**src/rtl/dma_chan_regs.sv**
```systemverilog
module dma_chan_regs #(
  parameter int NCH = 4
) (
  input  logic             clk,
  input  logic             rst_n,
  input  logic [3:0]       io_addr,
  input  logic [7:0]       wr_data,
  input  logic             wr_en,
  input  logic             rd_en,
  output logic [7:0]       rd_data,
  input  logic [1:0]       seq_ch,
  input  logic             seq_addr_step,
  input  logic             seq_cnt_step,
  output logic [NCH-1:0]   armed,
  output logic [16*NCH-1:0] cur_addr,
  output logic [16*NCH-1:0] base_addr,
  output logic [16*NCH-1:0] cur_cnt,
  output logic [16*NCH-1:0] base_cnt,
  output logic [8*NCH-1:0] page,
  output logic [3*NCH-1:0] mode
);
  localparam logic [3:0] P_MODE = 4'd8;
  localparam logic [3:0] P_MASK = 4'd9;
  localparam logic [3:0] P_CLRP = 4'd10;

  logic [15:0] ca [NCH];
  logic [15:0] ba [NCH];
  logic [15:0] cc [NCH];
  logic [15:0] bc [NCH];
  logic [7:0]  pg [NCH];
  logic [2:0]  md [NCH];
  logic [NCH-1:0] msk;
  logic ptr;

  wire       is_ac  = ~io_addr[3];
  wire [1:0] ach    = io_addr[2:1];
  wire       is_cnt = io_addr[0];

  always_ff @(posedge clk) begin
    if (!rst_n) begin
      ptr <= 1'b0;
      msk <= '1;
      for (int i = 0; i < NCH; i++) begin
        ca[i] <= '0; ba[i] <= '0; cc[i] <= '0; bc[i] <= '0;
        pg[i] <= '0; md[i] <= '0;
      end
    end else begin
      if ((wr_en || rd_en) && is_ac) ptr <= ~ptr;
      if (wr_en && io_addr == P_CLRP) ptr <= 1'b0;
      for (int i = 0; i < NCH; i++) begin
        if (seq_addr_step && seq_ch == 2'(i) &&
            !(wr_en && is_ac && ach == 2'(i) && !is_cnt))
          ca[i] <= ca[i] + 16'd1;
        if (seq_cnt_step && seq_ch == 2'(i) &&
            !(wr_en && is_ac && ach == 2'(i) && is_cnt))
          cc[i] <= cc[i] - 16'd1;
        if (wr_en && is_ac && ach == 2'(i)) begin
          if (!is_cnt) begin
            if (ptr) begin ca[i][15:8] <= wr_data; ba[i][15:8] <= wr_data; end
            else     begin ca[i][7:0]  <= wr_data; ba[i][7:0]  <= wr_data; end
          end else begin
            if (ptr) begin cc[i][15:8] <= wr_data; bc[i][15:8] <= wr_data; end
            else     begin cc[i][7:0]  <= wr_data; bc[i][7:0]  <= wr_data; end
          end
        end
        if (wr_en && io_addr == P_MODE && wr_data[1:0] == 2'(i)) md[i] <= wr_data[4:2];
        if (wr_en && io_addr == P_MASK && wr_data[1:0] == 2'(i)) msk[i] <= wr_data[2];
        if (wr_en && io_addr == {2'b11, 2'(i)}) pg[i] <= wr_data;
      end
    end
  end

  logic [15:0] rsel;
  always_comb begin
    rsel = is_cnt ? cc[ach] : ca[ach];
    rd_data = '0;
    if (is_ac) rd_data = ptr ? rsel[15:8] : rsel[7:0];
    else if (io_addr[3:2] == 2'b11) rd_data = pg[io_addr[1:0]];
  end

  assign armed = ~msk;

  for (genvar g = 0; g < NCH; g++) begin : g_out
    assign cur_addr[16*g +: 16]  = ca[g];
    assign base_addr[16*g +: 16] = ba[g];
    assign cur_cnt[16*g +: 16]   = cc[g];
    assign base_cnt[16*g +: 16]  = bc[g];
    assign page[8*g +: 8]        = pg[g];
    assign mode[3*g +: 3]        = md[g];
  end
endmodule

```
**config.mk**
```make
export PLATFORM = sky130hd
export DESIGN_NAME = dma_chan_regs
export DESIGN_NICKNAME = d
export VERILOG_FILES = /design/src/rtl/dma_chan_regs.sv
export SDC_FILE = /design/constraint.sdc
export NUM_CORES = 1
export LEC_CHECK = 0
export BUFFER_PORTS_ARGS = -buffer_cell sky130_fd_sc_hd__buf_2
export CAP_MARGIN = 30
export CORE_MARGIN = 1
export CORE_UTILIZATION = 59
export DETAILED_ROUTE_END_ITERATION = 7
export GPL_TIMING_DRIVEN = 0
export HOLD_SLACK_MARGIN = 0.1
export PLACE_DENSITY_LB_ADDON = 0.25
export SYNTH_ARGS = -nofsm -noshare
export SYNTH_HDL_FRONTEND = slang
export SYNTH_SLANG_ARGS = --single-unit
```
**constraint.sdc**
```tcl
create_clock -name clk -period 7.2 [get_ports clk]
set_clock_uncertainty 0.05 [all_clocks]
set_input_delay 1.8 -clock clk [delete_from_list [all_inputs] [get_ports clk]]
set_output_delay 1.8 -clock clk [all_outputs]
set_load 0.02 [all_outputs]
```
==> run metrics, run 1 <==
Num Clock Sinks 305; Fin. Hold Viols 0; drt first-iter violations 1,860; register area share after synthesis 0.5964; Post-DP HPWL 37,280 microns; NumNets Final 1,621; R2R Setup Slk 4.38 ns; Cells on Worst Hold Path 2; outcome completed; P&R area growth vs syn 20.32%; top_reg_cell synth edfxtp_1; Final min period 5.841 ns; worst setup margin 1.359 ns; Post-Syn Area per Cell 12.55 sq um; Die H 162.9 microns; hold buffers post-CTS 0; Highest Clock Rate 171.2 MHz; Slew HR 0.3506; CP cell instances buf_2, buf_2, buf_2, buf_2, mux2i_1, a22oi_1, nand3_1, nand3_1, buf_2; CP peak stage delay 0.42 ns; die area 0.02653 sq mm; Tcrit/Tclk final 0.8112; vias in the first global route 11,730; worst vdd ir 164.0 uV; max-cap viol count 0; Post-synth EDFFs 300; Tot Pwr 4.217 mW; final instance area 0.01838 sq mm; CP Launch Type input port; Crit Reg-Reg Startpoint ptr; layout cell share with drive strength beyond 1 0.2774; Max Slew Vio Count 0; clock buffer depth 3; antenna violations before repair 5; Setup violations, final 0; routed wire length 51,430 microns; Resized Gates After CTS 0; post-route ant nets 0; commonest cells after routing, fill and taps aside 349 x buf_2, 300 x edfxtp_1, 120 x and2_1; I/O Pins 332; #FFs+latches synth 305; Avg Vias per Cell 6.461; grt total ovfl 0; Worst Path Arrival 3.99 ns; library cells used by synthesis 51; most common cell after layout, fill and taps aside buf_2; Starting Density 0.6047; P_leak 7.662 nW; DIE WIDTH 162.9 microns; CTS H-tree depth 1; reg2reg end cc[3][9]; post-route setup TNS 0 ns; Critical Path End Type output port; latest clock arrival within the worst-skew pair 0.57 ns; total CTS buffers 31; Routed WL per cell 26.35 microns; global placement routability congestion 0.9660; iteration count of the initial detailed-routing pass 8; Crit Path Max Fanout 10; DRC viols 0; synthesized netlist net count 1,245; Root Buffer clkbuf_16; crit path buf inv count 5; Worst Hold Class flip-flop to flip-flop; RSZ-0062 raised after global routing no; worst r2r path cells 5; slew of the pin with the lowest slew margin 0.9741 ns; WS Path Type input port to output port; worst path required time 5.35 ns; DR vias 12,610; site row count 58; Slowest cell on crit path buf_2; power per cell area 229.5 mW/mm^2; cells after synthesis 1,217; core footprint 0.02525 sq mm; placed standard-cell area 0.01742 sq mm; ys async rst share 0; first-pass GRT wire length 73,310 microns; YS warnings 0; Mapped Area 0.01527 sq mm; start point of the worst hold path msk[3]; most frequent cell on the critical path buf_2; Tot GR Track Use 0.3833; Clock transition at path regs 0.06 ns; largest net degree at the start of global routing 15; number of setup buffers added after CTS 0; worst hold endpoint msk[3]; port bufs 329; CTS tree yes; delay-heaviest family, CP buffers and inverters; pre-CTS WS 1.453 ns
-- sequential cells by signal, summed over array words and instances (netlist names) --
register and flops:
msk 4, cc 64, bc 64, md 12, ba 64, pg 32
ptr 1, ca 64
-- synth_stat cells (all sizes together) (19+ instances only) --
library cell  number  area share
a21o              37       0.018
and2             120       0.049
and3              35       0.014
buf               21      0.0076
clkbuf            38      0.0093
edfxtp           300        0.59
mux4              32       0.047
nand2             56       0.014
nand2b            34       0.014
nand3             58       0.019
nand4             19      0.0086
nor2              93       0.023
nor3              24      0.0082
o21ai             19      0.0062
o21bai            55       0.027
o22ai             33       0.014
xnor2             65       0.037
xor2              45       0.026
-- logic make-up after synthesis --
logic type | synth area share
adder cells (fa/ha/maj) | 0.006554
buffers and inverters | 0.02187
AND/OR/NAND/NOR | 0.1776
multiplexers | 0.05727
XOR/XNOR | 0.06308
AO/OA/AOI/OAI | 0.07718
flip-flops | 0.5964
-- worst max-delay path by stage --
stage / start / to / cells past startpoint / slack (ns)
floorplan: io_addr[1] / rd_data[7] / 6 / 2.12
global placement: io_addr[2] / rd_data[3] / 9 / 1.51
detailed placement: io_addr[2] / rd_data[3] / 9 / 1.45
CTS: io_addr[2] / rd_data[3] / 9 / 1.44
global route: io_addr[2] / rd_data[3] / 9 / 1.32
finish: io_addr[2] / rd_data[3] / 9 / 1.36
-- through the flow --
step | util | hold slack, ns | cells
finish | 0.7276 | 0.4550 | 1952
detailed placement | 0.6897 | 0.4399 | 1889
floorplan | - | 0.4162 | 1217
CTS | 0.7266 | 0.4538 | 1944
global route | 0.7272 | 0.4693 | 1948
global placement | 0.6863 | 0.4320 | 1876
-- cell type report --
type | count | area, sq um
buffer | 59 | 259.0
multi-input combinational | 833 | 5829
clock buffer | 36 | 794.5
clock inverter | 19 | 138.9
antenna | 7 | 17.52
tap | 330 | 412.9
sequential | 305 | 9109
timing repair buffer | 343 | 1739
inverter | 20 | 75.07
fill | 1759 | 6879
-- worst min-delay path: cells and delay by family, from the launching register on --
kind	cells	cell delay (ns)
DFF	1	0.30
AOI/OAI and AO/OA	1	0.09
buffers and inverters	1	0.06
-- metal layers --
layer / track usage / wire length [microns] / vias to the layer above / share of wire
li1: - / - / 5268 / -
met1: 0.5186 / 17940 / 6016 / 0.35
met2: 0.5766 / 23090 / 1132 / 0.45
met3: 0.09575 / 7706 / 194 / 0.15
met4: 0.1958 / 2684 / 2 / 0.052
met5: 0 / 11 / - / 0.00021
-- report_power, final --
group          total [mW]  internal [mW]  switching (mW)  leakage, nW
logic               0.546          0.171           0.376         4.08
registers            2.14           2.04          0.0981         3.13
clock network        1.53          0.852           0.680        0.456
total                4.22           3.06            1.15         7.66
No activity file was read; power rests on OpenSTA's default activity.
==> run 2, diff against run 1 <==
--- a/config.mk
+++ b/config.mk
@@ -8,7 +8,7 @@
 export BUFFER_PORTS_ARGS = -buffer_cell sky130_fd_sc_hd__buf_2
 export CAP_MARGIN = 30
 export CORE_MARGIN = 1
-export CORE_UTILIZATION = 59
+export CORE_UTILIZATION = 50
 export DETAILED_ROUTE_END_ITERATION = 7
 export GPL_TIMING_DRIVEN = 0
 export HOLD_SLACK_MARGIN = 0.1
==> constraint.sdc (replaced) <==
create_clock -name clk -period 5.08 [get_ports clk]
set_clock_uncertainty 0.05 [all_clocks]
set_input_delay 1.27 -clock clk [delete_from_list [all_inputs] [get_ports clk]]
set_output_delay 1.27 -clock clk [all_outputs]
set_load 0.02 [all_outputs]
==> run metrics, run 2 (synthesis results as in run 1) <==
outcome completed (unchanged); grt total ovfl 0 (unchanged); Tot GR Track Use 0.3354 (was 0.3833); Die H 176.8 microns (was 162.9 microns); DRC viols 0 (unchanged); Post-DP HPWL 39,200 microns (was 37,280 microns); pre-CTS WS 0.4075 ns (was 1.453 ns); global placement routability congestion 0.9505 (was 0.9660); port bufs 329 (unchanged); I/O Pins 332 (unchanged); Fin. Hold Viols 0 (unchanged); iteration count of the initial detailed-routing pass 5 (was 8); antenna violations before repair 8 (was 5); vias in the first global route 11,640 (was 11,730); most frequent cell on the critical path buf_2 (unchanged); Crit Path Max Fanout 10 (unchanged); Root Buffer clkbuf_16 (unchanged); power per cell area 334.6 mW/mm^2 (was 229.5 mW/mm^2); Tcrit/Tclk final 0.9309; hold buffers post-CTS 0 (unchanged); CP cell instances buf_2, buf_2, buf_2, buf_2, mux2i_1, a21oi_1, o211ai_1, nand3_1, buf_2 (was buf_2, buf_2, buf_2, buf_2, mux2i_1, a22oi_1, nand3_1, nand3_1, buf_2); post-route ant nets 0 (unchanged); slew of the pin with the lowest slew margin 1.018 ns (was 0.9741 ns); Slew HR 0.3212 (was 0.3506); crit path buf inv count 5 (unchanged); DIE WIDTH 176.8 microns (was 162.9 microns); worst vdd ir 275.9 uV (was 164.0 uV); CP peak stage delay 0.42 ns (about the same); RSZ-0062 raised after global routing no (unchanged); DR vias 12,380 (was 12,610); NumNets Final 1,624 (was 1,621); WHS 0.4681 ns (was 0.4550 ns); P_leak 7.734 nW (was 7.662 nW); CP Launch Type input port (unchanged); Highest Clock Rate 211.5 MHz; Max Slew Vio Count 0 (unchanged); Routed WL per cell 26.02 microns (was 26.35 microns); delay-heaviest family, CP buffers and inverters (unchanged); Starting Density 0.5112 (was 0.6047); Worst Path Arrival 3.41 ns (was 3.99 ns); Avg Vias per Cell 6.136 (was 6.461); total CTS buffers 35 (was 31); site row count 63 (was 58); worst setup margin 0.3512 ns (was 1.359 ns); Resized Gates After CTS 0 (unchanged); drt first-iter violations 1,586 (was 1,860); CTS tree yes (unchanged); Final min period 4.729 ns; first-pass GRT wire length 75,390 microns (was 73,310 microns); Post-Route Utilization 0.6222 (was 0.7276); clock buffer depth 3 (unchanged); CTS H-tree depth 2 (was 1); core footprint 0.02987 sq mm (was 0.02525 sq mm); WS Path Type input port to output port (unchanged); largest net degree at the start of global routing 14 (was 15); Worst Hold Class flip-flop to flip-flop (unchanged); Num Clock Sinks 305 (unchanged); post-route setup TNS 0 ns (unchanged); routed wire length 52,500 microns (was 51,430 microns); Clock transition at path regs 0.06 ns (about the same); Setup violations, final 0 (unchanged); layout cell share with drive strength beyond 1 0.2818 (was 0.2774); latest clock arrival within the worst-skew pair 0.52 ns (was 0.57 ns); P&R area growth vs syn 21.72% (was 20.32%); die area 0.03125 sq mm (was 0.02653 sq mm); Slowest cell on crit path mux2i_1 (was buf_2); max-cap viol count 0 (unchanged); Critical Path End Type output port (unchanged); number of setup buffers added after CTS 0 (unchanged); commonest cells after routing, fill and taps aside 351 x buf_2, 300 x edfxtp_1, 120 x and2_1 (was 349 x buf_2, 300 x edfxtp_1, 120 x and2_1); worst path required time 3.76 ns (was 5.35 ns); most common cell after layout, fill and taps aside buf_2 (unchanged)
[run 2: cell types whose count changed in the layout (fill, tap and decap cells not counted), moves of 2 or more]
cell,before,now
clkinv_4,1,3
clkbuf_16,31,37
clkinv_2,5,7
buf_4,9,7
clkinv_1,13,10
buf_2,349,351
[run 2: worst register-to-register path, delay by kind of cell, from the launching register on]
| kind | cells | cell delay (ns) |
|---|---|---|
| buffers and inverters | 2 | 0.98 |
| AND/OR/NAND/NOR | 2 | 0.91 |
| AO/OA/AOI/OAI | 1 | 0.38 |
| flip-flops | 1 | 0.30 |
[run 2: area by class of cell]
cell class / instances / area [sq um]
Buffer: 59 / 259.0
Timing Repair Buffer: 342 / 1727
Multi-Input combinational cell: 833 / 5829
Clock buffer: 44 / 962.2
Tap cell: 390 / 488.0
Inverter: 20 / 75.07
Antenna cell: 6 / 15.01
Fill cell: 2382 / 11290
Sequential cell: 305 / 9109
Clock inverter: 19 / 125.1
[run 2: path summary, 6_finish.rpt]
kind                      to  cells past startpoint  slack [ns]        from
setup / recovery  rd_data[5]                      9        0.35  io_addr[2]
hold / removal        msk[3]                      2        0.47      msk[3]
setup reg to reg    cc[1][9]                      5        2.28         ptr
hold reg to reg       msk[3]                      2        0.47      msk[3]
[run 2: stage by stage]
step	instance area, sq um	instances	total power [mW]
finish	18590	2018	6.220
global route	18580	2016	6.356
CTS	18570	2012	6.196
detailed placement	17490	1949	3.834
global placement	17410	1936	3.819
floorplan	15270	1217	3.489
[run 2: routing by layer]
layer	routed length, microns	GRT usage
met1	19390	0.4491
met3	6790	0.08204
met5	25	0
met2	23690	0.5124
met4	2604	0.1620
[run 2: report_power, final]
| group | switching, mW | total [mW] | internal [mW] |
|---|---|---|---|
| Clock | 1.02 | 2.42 | 1.40 |
| Combinational | 0.529 | 0.771 | 0.241 |
| Sequential | 0.139 | 3.03 | 2.89 |
| Total | 1.69 | 6.22 | 4.53 |
